===== src/rtl/bootcal_pkg.sv =====
package bootcal_pkg;

    typedef enum logic [3:0] {
        S_IDLE,
        S_INIT,
        S_FETCH,
        S_CHECK,
        S_FAIL,
        S_APPLY,
        S_CLEAR,
        S_RCODE,
        S_DONE
    } seq_state_t;

    typedef enum logic [1:0] {
        CAUSE_POR  = 2'd0,
        CAUSE_PIN  = 2'd1,
        CAUSE_WDR  = 2'd2,
        CAUSE_SELF = 2'd3
    } rst_cause_t;

    localparam logic [15:0] CSUM_BIAS = 16'h00EB;
    localparam logic [7:0]  RC_OK     = 8'h00;
    localparam logic [7:0]  RC_SOFT   = 8'h02;

endpackage


===== src/rtl/bootcal_csum.sv =====
module bootcal_csum
    import bootcal_pkg::*;
#(
    parameter int W = 16
) (
    input  logic       clk,
    input  logic       rst_n,
    input  logic       clr,
    input  logic       add_en,
    input  logic       is_hi,
    input  logic [7:0] byte_in,
    output logic       pass
);

    logic [W-1:0] sum_q;
    logic [W-1:0] addend;

    always_comb begin
        addend = '0;
        if (is_hi) addend[15:8] = byte_in;
        else       addend[7:0]  = byte_in;
    end

    always_ff @(posedge clk or negedge rst_n) begin
        if (!rst_n)      sum_q <= '0;
        else if (clr)    sum_q <= '0;
        else if (add_en) sum_q <= sum_q + addend;
    end

    assign pass = ((sum_q + W'(CSUM_BIAS)) == '0);

    // A freshly cleared sum cannot pass, because the bias is nonzero.
    p_clear_nopass_r4: assert property (@(posedge clk) disable iff (!rst_n)
        clr |=> !pass);

endmodule


===== src/rtl/bootcal_walker.sv =====
module bootcal_walker #(
    parameter int AW = 8
) (
    input  logic          clk,
    input  logic          rst_n,
    input  logic          start,
    input  logic          step,
    output logic [AW-1:0] addr,
    output logic          last
);

    always_ff @(posedge clk or negedge rst_n) begin
        if (!rst_n)     addr <= '0;
        else if (start) addr <= '0;
        else if (step)  addr <= addr + 1'b1;
    end

    assign last = &addr;

    p_start_step_excl_r9: assert property (@(posedge clk) disable iff (!rst_n)
        !(start && step));

endmodule


===== src/rtl/bootcal_seq.sv =====
module bootcal_seq
    import bootcal_pkg::*;
#(
    parameter int CAL_LEN  = 16,
    parameter int NV_AW    = 8,
    parameter int NV_BASE  = 'h00,
    parameter int RAM_AW   = 8,
    parameter int SCR_BASE = 'hE0,
    parameter int KEEP_LO  = 'hC0,
    parameter int KEEP_HI  = 'hDF,
    parameter int RC_ADDR  = 'hF8,
    parameter int FC_ADDR  = 'hFC
) (
    input  logic                      clk,
    input  logic                      rst_n,
    input  logic                      rst_event,
    input  logic [1:0]                rst_cause,
    input  logic                      sv_call,
    input  logic [7:0]                sv_acc,
    input  logic                      keep_we,
    input  logic                      keep_d,
    output logic                      nv_req,
    output logic [NV_AW-1:0]          nv_addr,
    input  logic                      nv_vld,
    input  logic [7:0]                nv_data,
    output logic                      ram_we,
    output logic [RAM_AW-1:0]         ram_addr,
    output logic [7:0]                ram_wdata,
    output logic [(CAL_LEN-2)*8-1:0]  cal_regs,
    output logic                      ires_req,
    output logic                      cpu_run,
    output logic                      boot_done
);

    localparam int CAL_N   = CAL_LEN - 2;
    localparam int IDXW    = $clog2(CAL_LEN);
    localparam int SCR_END = SCR_BASE + CAL_LEN;
    localparam logic [IDXW-1:0] IDX_LAST = IDXW'(CAL_LEN - 1);

    seq_state_t state, nxt;

    logic [IDXW-1:0]           idx;
    logic [7:0]                fail_cnt;
    logic                      keep_bit;
    logic                      soft_q;
    logic [CAL_N-1:0][7:0]     stage;
    logic [CAL_N*8-1:0]        cal_q;
    logic                      run_q;
    logic                      go_sv;
    logic                      csum_pass;
    logic [RAM_AW-1:0]         wlk_addr;
    logic                      wlk_last;
    logic                      skip;

    assign go_sv = sv_call && (sv_acc == 8'h00) && (state == S_IDLE) && !rst_event;

    bootcal_csum #(.W(16)) u_csum (
        .clk     (clk),
        .rst_n   (rst_n),
        .clr     (state == S_INIT),
        .add_en  ((state == S_FETCH) && nv_vld),
        .is_hi   (idx == IDX_LAST),
        .byte_in (nv_data),
        .pass    (csum_pass)
    );

    bootcal_walker #(.AW(RAM_AW)) u_walk (
        .clk   (clk),
        .rst_n (rst_n),
        .start (state == S_APPLY),
        .step  (state == S_CLEAR),
        .addr  (wlk_addr),
        .last  (wlk_last)
    );

    // State register
    always_ff @(posedge clk or negedge rst_n) begin
        if (!rst_n) state <= S_IDLE;
        else        state <= nxt;
    end

    always_comb begin
        nxt = state;
        if (rst_event) begin
            nxt = S_INIT;
        end else begin
            unique case (state)
                S_IDLE:  if (go_sv) nxt = S_INIT;
                S_INIT:  nxt = S_FETCH;
                S_FETCH: if (nv_vld && idx == IDX_LAST) nxt = S_CHECK;
                S_CHECK: nxt = csum_pass ? S_APPLY : S_FAIL;
                S_FAIL:  nxt = S_IDLE;
                S_APPLY: nxt = S_CLEAR;
                S_CLEAR: if (wlk_last) nxt = S_RCODE;
                S_RCODE: nxt = S_DONE;
                S_DONE:  nxt = S_IDLE;
                default: nxt = S_IDLE;
            endcase
        end
    end

    // Working registers
    always_ff @(posedge clk or negedge rst_n) begin
        if (!rst_n) begin
            idx      <= '0;
            fail_cnt <= '0;
            keep_bit <= 1'b0;
            soft_q   <= 1'b0;
            stage    <= '0;
            cal_q    <= '0;
            run_q    <= 1'b0;
        end else begin
            if (keep_we) keep_bit <= keep_d;
            if (rst_event) begin
                idx    <= '0;
                soft_q <= 1'b0;
                run_q  <= 1'b0;
                if (rst_cause != CAUSE_SELF) fail_cnt <= '0;
                if (rst_cause != CAUSE_WDR)  keep_bit <= 1'b0;
            end else if (go_sv) begin
                idx    <= '0;
                soft_q <= 1'b1;
                run_q  <= 1'b0;
            end else begin
                if (state == S_FETCH && nv_vld) begin
                    for (int i = 0; i < CAL_N; i++)
                        if (int'(idx) == i) stage[i] <= nv_data;
                    idx <= idx + 1'b1;
                end
                if (state == S_FAIL)  fail_cnt <= fail_cnt + 8'd1;
                if (state == S_APPLY) cal_q    <= stage;
                if (state == S_DONE)  run_q    <= 1'b1;
            end
        end
    end

    always_comb begin
        skip = (int'(wlk_addr) == RC_ADDR) || (int'(wlk_addr) == FC_ADDR) ||
               ((int'(wlk_addr) >= SCR_BASE) && (int'(wlk_addr) < SCR_END)) ||
               (keep_bit && (int'(wlk_addr) >= KEEP_LO) && (int'(wlk_addr) <= KEEP_HI));
    end

    // Outputs
    always_comb begin
        nv_req    = 1'b0;
        ram_we    = 1'b0;
        ram_addr  = '0;
        ram_wdata = '0;
        unique case (state)
            S_INIT: begin
                ram_we    = 1'b1;
                ram_addr  = RAM_AW'(FC_ADDR);
                ram_wdata = fail_cnt;
            end
            S_FETCH: begin
                nv_req = 1'b1;
                if (nv_vld) begin
                    ram_we    = 1'b1;
                    ram_addr  = RAM_AW'(SCR_BASE) + RAM_AW'(idx);
                    ram_wdata = nv_data;
                end
            end
            S_FAIL: begin
                ram_we    = 1'b1;
                ram_addr  = RAM_AW'(FC_ADDR);
                ram_wdata = fail_cnt + 8'd1;
            end
            S_CLEAR: begin
                ram_we   = !skip;
                ram_addr = wlk_addr;
            end
            S_RCODE: begin
                ram_we    = 1'b1;
                ram_addr  = RAM_AW'(RC_ADDR);
                ram_wdata = soft_q ? RC_SOFT : RC_OK;
            end
            default: ;
        endcase
    end

    assign nv_addr   = NV_AW'(NV_BASE) + NV_AW'(idx);
    assign cal_regs  = cal_q;
    assign ires_req  = (state == S_FAIL);
    assign boot_done = (state == S_DONE);
    assign cpu_run   = run_q;

    p_req_hold_r2: assert property (@(posedge clk) disable iff (!rst_n)
        (nv_req && !nv_vld && !rst_event) |=> (nv_req && $stable(nv_addr)));

    p_ires_pulse_r6: assert property (@(posedge clk) disable iff (!rst_n)
        ires_req |=> (!ires_req && !cpu_run));

    p_verdict_excl_r6: assert property (@(posedge clk) disable iff (!rst_n)
        !(ires_req && boot_done));

    p_clear_skip_r9: assert property (@(posedge clk) disable iff (!rst_n)
        (state == S_CLEAR && ram_we) |->
            (int'(ram_addr) != RC_ADDR && int'(ram_addr) != FC_ADDR && ram_wdata == 8'h00));

    p_rcode_legal_r10: assert property (@(posedge clk) disable iff (!rst_n)
        (ram_we && int'(ram_addr) == RC_ADDR) |-> (ram_wdata == RC_OK || ram_wdata == RC_SOFT));

    p_release_r11: assert property (@(posedge clk) disable iff (!rst_n)
        (boot_done && !rst_event) |=> cpu_run);

    p_held_busy_r11: assert property (@(posedge clk) disable iff (!rst_n)
        (state != S_IDLE) |-> !cpu_run);

endmodule


===== config.mk =====
export PLATFORM = sky130hd
export DESIGN_NAME = bootcal_seq
export DESIGN_NICKNAME = d
export VERILOG_FILES = /design/src/rtl/bootcal_pkg.sv /design/src/rtl/bootcal_csum.sv /design/src/rtl/bootcal_walker.sv /design/src/rtl/bootcal_seq.sv
export SDC_FILE = /design/constraint.sdc
export NUM_CORES = 1
export LEC_CHECK = 0
export BUFFER_PORTS_ARGS = -buffer_cell sky130_fd_sc_hd__buf_4
export CORE_MARGIN = 2
export CORE_UTILIZATION = 50
export DETAILED_ROUTE_END_ITERATION = 10
export GPL_TIMING_DRIVEN = 0
export PLACE_DENSITY_LB_ADDON = 0.25
export SLEW_MARGIN = 20
export SYNTH_ARGS = -nofsm -noshare
export SYNTH_HDL_FRONTEND = slang
export SYNTH_SLANG_ARGS = --single-unit

===== constraint.sdc =====
create_clock -name clk -period 3.5 [get_ports clk]
set_input_delay 0.7 -clock clk [delete_from_list [all_inputs] [get_ports clk]]
set_output_delay 0.7 -clock clk [all_outputs]
set_load 0.05 [all_outputs]

[After elaboration in Yosys (flattened, before gate mapping)]
Index checks and enable logic that the tools add are counted.
Word-level totals
  flip-flop bits (word level): 267
  input bits: 25
  output and inout bits: 141
  word-level logic and storage cells: 144
Operators by class
  add/sub/neg operators: 6
  order comparisons: 4
  equality and inequality tests: 31
  muxes and demuxes: 35
  bitwise gates (word level): 2
  reductions and logical operators: 43
Operator list (count)
  $mux W8: 10
  $pmux W8 S4: 2
  $reduce_and A4 Y1: 14
  $eq A4 B4 Y1 const B: 10
  $eq A4 B3 Y1 const B: 8
  $mux W16: 2
  $mux W4: 7
  $pmux W4 S7: 1
  $add A16 B16 Y16: 1
  $add A16 B8 Y16 const B: 1
  $add A8 B1 Y8 const B: 2
  $ge A8 B8 Y1 const B: 2
  $logic_not A16 Y1: 1
  $eq A4 B2 Y1 const B: 3
  $mux W1: 11
  $ne A3 B3 Y1 const B: 3
  $reduce_and A3 Y1: 3
  $eq A8 B3 Y1 const B: 1
  $eq A8 B4 Y1 const B: 1
  $le A8 B8 Y1 const B: 1
  $logic_and A1 B1 Y1: 8
  $logic_not A4 Y1: 2
  $logic_not A8 Y1: 1
  $lt A8 B8 Y1 const B: 1
  15 further kinds: 25

[Depth between registers and ports, before layout]
Gate-level depths: netlist of the first run.
  depth in word-level cells: 7
  gate-level depth with buffers: 13
  gate-level depth less buffers: 12

[By module]
A second synthesis of the first run with hierarchy kept.
Second synthesis, totals
  cells, all modules: 913
  area, all modules: 11949.0 um2
Modules (own cells, without submodules)
  bootcal_seq: instances 1, cells an instance 686, area an instance 9953.3 um2, sequential area each 6080.8 um2
  bootcal_csum: instances 1, cells an instance 188, area an instance 1599.0 um2, sequential area each 400.4 um2
  bootcal_walker: instances 1, cells an instance 39, area an instance 396.6 um2, sequential area each 200.2 um2

[Least setup slack after synthesis of the first run]
Ideal clock, no wire load.
  path kind: flip-flop to flip-flop
  from: register idx[0]
  to: register u_csum.sum_q[15]
  setup time: 0.124 ns
  arrival: 3.321 ns
  data required time: 3.376 ns
  path slack: 0.055 ns
  cell stages (with the launch flop): 12
  path buffers: 1
  period minus slack after synthesis: 3.445 ns
  path through: dfrtp_1 -> ha_1 -> clkbuf_1 -> nand3_1 -> and2_1 -> ha_1 -> nand2_1 -> or4_4 -> a31oi_4 -> a31oi_2 -> a311o_1 -> mux2i_1
Between the ends
  cells in the longest elaborated chain, start to end: 5
  elaborated cells between the ends (all ways): 6
  those cells by class: add/sub: 1; eq/ne: 1; mux: 4
Ends and longest elaborated chain
  from (decl): RTL line bootcal_seq.sv:42  | logic [IDXW-1:0] idx;
  from (signal assigned): RTL line bootcal_seq.sv:128  | idx <= idx + 1'b1;
  $eq A4 B4 Y1 (*): RTL line bootcal_seq.sv:62  | .is_hi (idx == IDX_LAST),
  $mux W8: RTL line bootcal_csum.sv:20  | if (is_hi) addend[15:8] = byte_in;
  $add A16 B16 Y16 (*): RTL line bootcal_csum.sv:27  | else if (add_en) sum_q <= sum_q + addend;
  $mux W16 (*): RTL line bootcal_csum.sv:27
  $mux W16 (*): RTL line bootcal_csum.sv:26  | else if (clr) sum_q <= '0;
  to (signal assigned): RTL line bootcal_csum.sv:27
  to (decl): RTL line bootcal_csum.sv:15  | logic [W-1:0] sum_q;
Every way passes the cells marked *; elsewhere a longest branch is shown, timed or not. The select of a mux whose other input is x is not followed.
A chain may end at the register's enable or synchronous reset.

[Final worst setup path of the first run]
  from: register idx[1]
  to: register u_csum.sum_q[15]
Same word-level chain as after synthesis.

==> results.yml, run 1 <==
grt:
  grt_pass1_wl_um: 41700
  globalRouteMet3Util: 0.0304
  grt_pass1_vias: 7608
  antenna_found_initial: 1
  top_usage_layer: "met2"
  grtUsageMet1: 0.302
  grt_start_max_net_pins: 102
  grt_use_met2: 0.353
  grt_usage: 0.215
  gr-total-overflow: 0
final_layout:
  antennaDiodeCount: 0
  post-route-cell-area_um2: 14400
  multi_input_area_um2: 4890
  drive_above_1_share: 0.284
  regArea_um2: 6680
  nNetsFinal: 1135
  fin_util: 0.618
  synthToLayoutAreaGrowth_pct: 22.2
  n_fill_cell: 1898
setup_path:
  worstPathRequired_ns: 3.92
  cp-start-kind: "flip-flop"
  reg2reg_slack_ns: 0.27
  worstPathArrival_ns: 3.64
  path_class: "reg2reg"
  critPathMaxFanout: 8
  end_kind: "flip-flop"
pwr:
  power_density_nw_per_um2: 475
  vdd_drop_max_mv: 0.305
  leakagePower_uw: 0.00753
synthesis:
  yosys_most_used_dff: "dfrtp_1"
  yosysTopAreaCell: "dfrtp_1"
  netlist.area_leader.share: 0.567
  synth-seq-cells: 267
  seq_area_frac_synth: 0.567
  netlist_top_cells_area: "dfrtp_1 (57%), mux2_1 (15%), mux2_2 (6.1%)"
  ys_types: 63
  async_reset_ff_frac: 1.00
  synth.most_common_cell: "dfrtp_1"
  syn_area_per_cell_um2: 13.2
  synth_edf_count: 0
  yosysWarnings: 0
  syn_area_um2: 11800
  synthTopCellsByCount: "dfrtp_1 (267), mux2_1 (160), mux2_2 (64)"
  syn_inst: 896
timing:
  rsz0062_at_grt: "false"
  finalCritPeriodShare: 0.923
  hold_viol_final: 0
  finalSetupTns_ns: 0
  setup_viol: 0
  fin_skew_ns: 0.0206
  fin_worst_hold_slack_ns: 0.157
  fmax_mhz: 310
  worst_pin_slew_ns: 0.853
  relSlewSlack: 0.431
  drv_slew: 0
  min_period_ns: 3.23
clock_network:
  cts_sinks: 267
  clock_latency_ns: 0.53
  cts_made_buffers: 27
  cts_hold_buf: 0
  clkSlewWorstSetupHoldPaths_ns: 0.06
  postCtsSetupBuffers: 0
  cts_max_level: 1
  cts_buffer_depth: 3
  cts_root_buffer: "clkbuf_16"
  tritoncts: "yes"
floorplan:
  core_area_um2: 23300
  placementRows: 56
  die_w_um: 158
  dieHeight_um: 158
  initial_core_util: 0.505
  ios: 166
  die_area_um2: 24800
routing:
  vias: 7780
  ant_nets: 0
  vias_per_cell: 5.46
  drc_errors: 0
  initialDrtViolationCount: 507
  first_pass_iters: 5
  routed_wl_um: 26600
  wl_per_cell_um: 18.6
run_status:
  outcome: "complete, no violations"
placed_design:
  io_buffers: 161
  dp_hpwl_um: 18100
  place_congestion: 0.897
  place_area_um2: 13500
run:
  drv_cap: 0
worst_hold_path:
  hold_path_class: "in2async"
## cell usage in the layout (no fill, tap or decap), types with 8 or more instances in the layout
cell type,Yosys,layout
nor2_1,27,27
nor3_1,9,9
xnor2_1,8,8
a21o_1,9,9
nand2b_1,8,8
o21ai_0,45,45
buf_2,11,11
clkbuf_1,27,27
mux2_2,64,64
nand2_1,47,47
xor2_1,11,11
clkbuf_16,0,27
dfrtp_1,267,266
nand4_1,9,9
nand3_1,31,30
ha_1,22,21
mux2_1,160,160
buf_4,4,164
nand3_4,10,10
clkbuf_8,0,8
and2_1,16,16
and3_1,8,8
a21oi_1,21,21
## power breakdown
group          leakage (µW)  total [µW]  internal, µW  switching, µW
registers           0.00371        3220          3170           56.3
logic               0.00337         659           204            455
clock network      0.000452        2970          1800           1170
total               0.00753        6850          5170           1680
## through the flow
| step | total power [µW] | worst slack [ns] | std cells |
|---|---|---|---|
| 2_1_floorplan | 3660 | 0.0552 | 899 |
| 3_3_place_gp | 3920 | -0.473 | 1379 |
| 3_5_place_dp | 3940 | -0.346 | 1381 |
| 4_1_cts | 6910 | 0.00105 | 1426 |
| 5_1_grt | 7080 | 0.0740 | 1424 |
| 6_report | 6850 | 0.271 | 1424 |
## path summary, 6_finish.rpt
kind,startpoint,end,depth (start not counted)
setup / recovery,idx[1],u_csum.sum_q[15],11
hold / removal,rst_n,cal_regs[89],1
setup reg to reg,idx[1],u_csum.sum_q[15],11
hold reg to reg,stage[110],cal_regs[110],1
max in group asynchronous,rst_n,stage[44],3
min in group clk,rst_cause[0],keep_bit,3
## area by class of cell
type | count | area share
Clock inverter | 8 | 0.00877
Clock buffer | 39 | 0.0555
Tap cell | 319 | 0.0277
Buffer | 46 | 0.0150
Multi-Input combinational cell | 575 | 0.339
Inverter | 7 | 0.00182
Timing Repair Buffer | 163 | 0.0882
Sequential cell | 267 | 0.464
## what timing repair did
action,CTS,global route
pin swaps,0,0
gates resized for setup,3,3
setup endpoints to repair,5,6
## registers in the layout, summed over array words and instances, names as in the netlist
register      count
keep_bit          1
soft_q            1
state             4
stage           112
cpu_run           1
idx               4
u_csum.sum_q     16
fail_cnt          8
cal_regs        112
u_walk.addr       8
## layer usage
metal | part of all wire | vias up
li1 | - | 3596
met1 | 0.45 | 3947
met2 | 0.49 | 201
met3 | 0.045 | 36
met4 | 0.018 | 0
met5 | 0 | -
## worst max-delay path: stages (launching register included)
cell	delay (ns)
dfrtp_1	0.49
ha_4	0.25
nand3_2	0.19
and2_1	0.24
ha_1	0.34
a21o_1	0.23
a221oi_2	0.40
a31oi_4	0.16
a31oi_2	0.31
nor3_1	0.10
a311o_1	0.29
mux2i_1	0.12
## logic make-up (layout without fill, tap and decap cells)
group,count (synthesis),after routing,share of synthesized area
flops,267,267,0.567
mux,226,226,0.216
simple gates,187,187,0.0919
compound gates,116,116,0.0646
buf+inv,57,263,0.0219
fa+ha+maj,23,23,0.0250
xor+xnor,19,19,0.0141
other cells,1,4,0.000318
Note: power is estimated with default switching activity, not from simulation.
==> run 2: changes to the inputs <==
--- a/constraint.sdc
+++ b/constraint.sdc
@@ -3,2 +3,2 @@
 set_output_delay 0.7 -clock clk [all_outputs]
-set_load 0.05 [all_outputs]
+set_load 0.02 [all_outputs]
==> results.yml, run 2 (synthesis gave the netlist of run 1 again) <==
placed_design:
  dp_hpwl_um: 18100
  place_area_um2: 13500
  place_congestion: 0.897
  preCtsSetupSlack_ns: -0.346
  io_buffers: 161
  placedCellCount: 1381
routing:
  ant_nets: 0
  wl_per_cell_um: 18.7
  initialDrtViolationCount: 520
  first_pass_iters: 4
  routed_wl_um: 26600
  vias: 7834
  drc_errors: 0
  vias_per_cell: 5.50
pwr:
  leakagePower_uw: 0.00753
  vdd_drop_max_mv: 0.305
  seqPwrFrac: 0.478
  netSwitchingPower_uw: 1570
  combPwrFrac: 0.081
  power_density_nw_per_um2: 467
  p_int_uw: 5170
  clockPowerShare: 0.441
  power.switching_fraction: 0.232
clock_network:
  clkSlewWorstSetupHoldPaths_ns: 0.06
  cts_made_buffers: 27
  cts_root_buffer: "clkbuf_16"
  cts_buffer_depth: 3
  clock_latency_ns: 0.53
  cts_max_level: 1
  cts_sinks: 267
  postCtsSetupBuffers: 0
  tritoncts: "yes"
  cts_hold_buf: 0
setup_path:
  r2r_end: "u_csum.sum_q[15]"
  reg2reg_slack_ns: 0.28
  worstPathArrival_ns: 2.61
  critPathMaxFanout: 10
  worst-path-buf-inv: 4
  cp_num_cells: 9
  max_stage_delay_ns: 0.41
  critPathTopFamily: "buffers and inverters"
  cp-start-kind: "flip-flop"
  end_kind: "output pin"
  cp_slowest_cell: "clkbuf_1"
  r2r_cells: 11
  worstPathRequired_ns: 2.80
  reg2reg_from: "idx[1]"
  path_cells: "buf_2, nand2b_4, nor3_4, and2_1, buf_6, clkbuf_1, nand2_1, o21ai_0, buf_4"
  path_class: "reg2out"
final_layout:
  drive_above_1_share: 0.284
  final_cells: 1425
  synthToLayoutAreaGrowth_pct: 22.3
  antennaDiodeCount: 0
  final_cell_mix: "dfrtp_1 (266), buf_4 (164), mux2_1 (160)"
  post-route-cell-area_um2: 14400
  nNetsFinal: 1136
  mostFrequentLayoutCell: "dfrtp_1"
  n_fill_cell: 1898
floorplan:
  core_area_um2: 23300
  initial_core_util: 0.505
  placementRows: 56
  dieHeight_um: 158
  die_area_um2: 24800
  die_w_um: 158
  ios: 166
grt:
  grt_pass1_vias: 7608
  antenna_found_initial: 1
  grt_usage: 0.215
  grt_start_max_net_pins: 102
  grt_pass1_wl_um: 41700
  gr-total-overflow: 0
timing:
  fin_skew_ns: 0.0210
  rsz0062_at_grt: "false"
  fin_worst_hold_slack_ns: 0.146
  setup_viol: 0
  relSlewSlack: 0.430
  finalCritPeriodShare: 0.945
  fmax_mhz: 302
  worst_pin_slew_ns: 0.855
  setup_ws_ns: 0.192
  min_period_ns: 3.31
  hold_viol_final: 0
  drv_slew: 0
run:
  drv_cap: 0
run_status:
  outcome: "complete, no violations"
worst_hold_path:
  hold_path_class: "in2async"
-- run 2: power groups by stage --
stage | Combinational (µW) | Clock, µW | Sequential [µW]
global placement | 531 | 0 | 3270
global route | 601 | 3140 | 3230
finish | 547 | 2970 | 3220
CTS | 551 | 3030 | 3220
floorplan | 256 | 0 | 3290
detailed placement | 550 | 0 | 3280
-- run 2: layer usage --
layer  vias to the layer above  global-route usage  part of all wire
met3                        32              0.0304             0.043
li1                       3601                   -                 -
met5                         -                   0                 0
met4                         0              0.0550             0.016
met1                      4014               0.302              0.45
met2                       187               0.353              0.49
-- run 2: repair_timing --
item / CTS / global route
setup endpoints to repair: 5 / 5
endpoints found under the hold margin: 0 / 0
gates resized for setup: 3 / 3
-- run 2: worst max path at each step --
stage,startpoint,endpoint,slack [ns]
after global placement,rst_n,cal_regs[53],-0.47
after CTS,idx[3],u_csum.sum_q[14],0.001
after global routing,idx[2],u_csum.sum_q[14],0.06
after floorplan,idx[0],u_csum.sum_q[15],0.27
after detailed placement,idx[0],u_csum.sum_q[14],-0.35
final,state[0],ram_wdata[3],0.19
-- run 2: layout make-up --
| class | instances | area [µm²] | area share |
|---|---|---|---|
| flip-flops and latches | 267 | 6680 | 0.463 |
| clock buffers | 39 | 801 | 0.0555 |
| inverters | 7 | 26.3 | 0.00182 |
| clock inverters | 8 | 126 | 0.00876 |
| repair buffers | 163 | 1270 | 0.0882 |
| plain buffers | 47 | 220 | 0.0153 |
| well taps | 319 | 399 | 0.0277 |
| multi-input cells | 575 | 4890 | 0.339 |
-- run 2: worst register-to-register path: stages, from the launching register on --
cell and delay [ns]:
dfrtp_1 0.48, ha_4 0.25, nand3_2 0.19, and2_1 0.24, ha_1 0.33, a21o_1 0.23
a221oi_2 0.40, a31oi_4 0.16, a31oi_2 0.31, nor3_1 0.10, a311o_1 0.28, mux2i_1 0.12
-- run 2: per-stage QoR --
stage / util / setup TNS, ns / total power, µW
after global placement: 0.575 / -117.53 / 3810
after floorplan: - / 0 / 3550
final: 0.618 / 0 / 6740
after global routing: 0.618 / 0 / 6970
after CTS: 0.618 / 0 / 6800
after detailed placement: 0.577 / -1.01 / 3830
==> run 3: changes to the inputs <==
Settings changed: SYNTH_HIERARCHICAL set to 1.
==> results.yml, run 3 <==
timing:
  min_period_ns: 3.38
  rsz0062_at_grt: "false"
  worst_pin_slew_ns: 0.899
  finalCritPeriodShare: 0.967
  hold_viol_final: 0
  fmax_mhz: 296
  setup_viol: 0
  drv_slew: 0
  fin_skew_ns: 0.0121
  relSlewSlack: 0.401
  fin_worst_hold_slack_ns: 0.194
floorplan:
  die_w_um: 159
  core_area_um2: 23500
  dieHeight_um: 159
  die_area_um2: 25200
  placementRows: 56
  initial_core_util: 0.509
  ios: 166
synthesis:
  syn_area_um2: 11900
  synthTopCellsByCount: "dfrtp_1 (267), mux2_2 (145), mux2_1 (80)"
  seq_area_frac_synth: 0.559
  syn_inst: 913
  yosys_most_used_dff: "dfrtp_1"
  netlist_top_cells_area: "dfrtp_1 (56%), mux2_2 (14%), mux2_1 (7.5%)"
  async_reset_ff_frac: 1.00
  synth-seq-cells: 267
  syn_area_per_cell_um2: 13.1
  synth.most_common_cell: "dfrtp_1"
  netlist.area_leader.share: 0.559
  ys_types: 72
  synth_edf_count: 0
  yosysTopAreaCell: "dfrtp_1"
  yosysWarnings: 6
clock_network:
  clkSlewWorstSetupHoldPaths_ns: 0.06
  cts_hold_buf: 0
  tritoncts: "yes"
  cts_buffer_depth: 3
  cts_sinks: 267
  cts_made_buffers: 28
  clock_latency_ns: 0.53
  cts_max_level: 1
  cts_root_buffer: "clkbuf_16"
setup_path:
  path_class: "reg2out"
  r2r_cells: 11
  reg2reg_slack_ns: 0.15
  cp-start-kind: "flip-flop"
  worstPathRequired_ns: 2.80
  r2r_end: "u_csum/sum_q[15]"
  reg2reg_from: "idx[1]"
  critPathMaxFanout: 10
  end_kind: "output pin"
  worstPathArrival_ns: 2.68
final_layout:
  drive_above_1_share: 0.364
  mostFrequentLayoutCell: "dfrtp_1"
  synthToLayoutAreaGrowth_pct: 22.9
  nNetsFinal: 1156
  final_cell_mix: "dfrtp_1 (266), buf_4 (168), mux2_2 (145)"
  n_fill_cell: 1852
  antennaDiodeCount: 0
  post-route-cell-area_um2: 14700
pwr:
  power_density_nw_per_um2: 492
  fin_total_pwr_uw: 7230
  vdd_drop_max_mv: 0.268
  leakagePower_uw: 0.00761
routing:
  wl_per_cell_um: 18.8
  first_pass_iters: 5
  ant_nets: 0
  vias_per_cell: 5.53
  routed_wl_um: 27300
  drc_errors: 0
  initialDrtViolationCount: 387
  vias: 8012
placed_design:
  io_buffers: 161
  place_congestion: 0.903
  dp_hpwl_um: 18600
  place_area_um2: 13600
grt:
  grt_start_max_net_pins: 101
  grt_usage: 0.218
  grt_pass1_wl_um: 42800
  gr-total-overflow: 0
  grt_pass1_vias: 7834
  antenna_found_initial: 0
worst_hold_path:
  hold_path_class: "in2async"
run:
  drv_cap: 0
run_status:
  outcome: "complete, no violations"
==> run 3: changes by cell type in the layout (fill, tap and decap cells not counted), sizes merged, moves of 9 or more <==
cell   before  now
o21ai      47   26
nand3      41   18
inv         8   17
buf       186  195
nor2b       6   16
nand2      47   35
mux2i       2   12
==> run 3: critical path, cell delays in order, from the launching register on <==
cell	delay (ns)
dfrtp_1	0.37
buf_4	0.17
or4b_1	0.51
buf_2	0.19
clkbuf_1	0.26
o311ai_1	0.44
buf_4	0.22
==> run 3: worst max path at each step <==
stage	from	slack [ns]	end	cells after the start
2_1_floorplan	idx[0]	0.25	u_csum/sum_q[15]	11
3_3_place_gp	rst_n	-0.49	stage[90]	1
3_5_place_dp	idx[0]	-0.40	u_csum/sum_q[15]	11
4_1_cts	state[0]	0.02	ram_wdata[3]	6
5_1_grt	idx[1]	0.02	u_csum/sum_q[15]	11
6_report	state[0]	0.12	ram_wdata[5]	6
==> run 3: metal layers <==
layer | up-vias | part of all wire | wire [µm] | global-route usage
li1 | 3685 | - | - | -
met1 | 4093 | 0.47 | 12800 | 0.320
met2 | 205 | 0.47 | 12900 | 0.351
met3 | 29 | 0.046 | 1270 | 0.0272
met4 | 0 | 0.013 | 355 | 0.0463
met5 | - | 0 | 0 | 0
==> run 3: cell type report <==
cell class	count	area [µm²]	share of cell area
plain buffers	55	269	0.0183
clock buffers	39	833	0.0567
clock inverters	13	200	0.0136
inverters	16	60.1	0.00409
multi-input cells	577	4960	0.338
flip-flops and latches	267	6680	0.455
well taps	319	399	0.0272
repair buffers	164	1280	0.0871
==> run 3: what timing repair did <==
item                                    CTS  global route
pin swaps                                 1             0
endpoints found under the setup margin    7             5
hold endpoints to repair                  0             0
resized for setup                         6             4
buffers inserted                          1             0
==> run 3: cells by family (layout without fill, tap and decap cells) <==
kind of cell             Yosys count  in the layout  synth area share
flip-flops                       267            267             0.559
multiplexers                     237            237             0.222
AND/OR/NAND/NOR                  175            175            0.0865
AO/OA/AOI/OAI                    125            125            0.0704
buffers and inverters             72            287            0.0276
adder cells (fa/ha/maj)           22             22            0.0237
XOR/XNOR                          14             14            0.0103
other                              1              4          0.000314
==> run 3: power breakdown <==
group	switching (µW)	internal (µW)	total (µW)
registers	84.5	3200	3280
clock network	1210	2030	3240
logic	427	287	713
==> run 3: metrics by stage <==
step                      worst slack [ns]  setup TNS (ns)  utilization  std cells
final                                0.116               0        0.626       1450
after global routing                0.0173               0        0.626       1450
after CTS                           0.0243               0        0.626       1451
after detailed placement            -0.400          -0.593        0.581       1398
after global placement              -0.488         -123.09        0.578       1396
after floorplan                      0.247               0            -        916
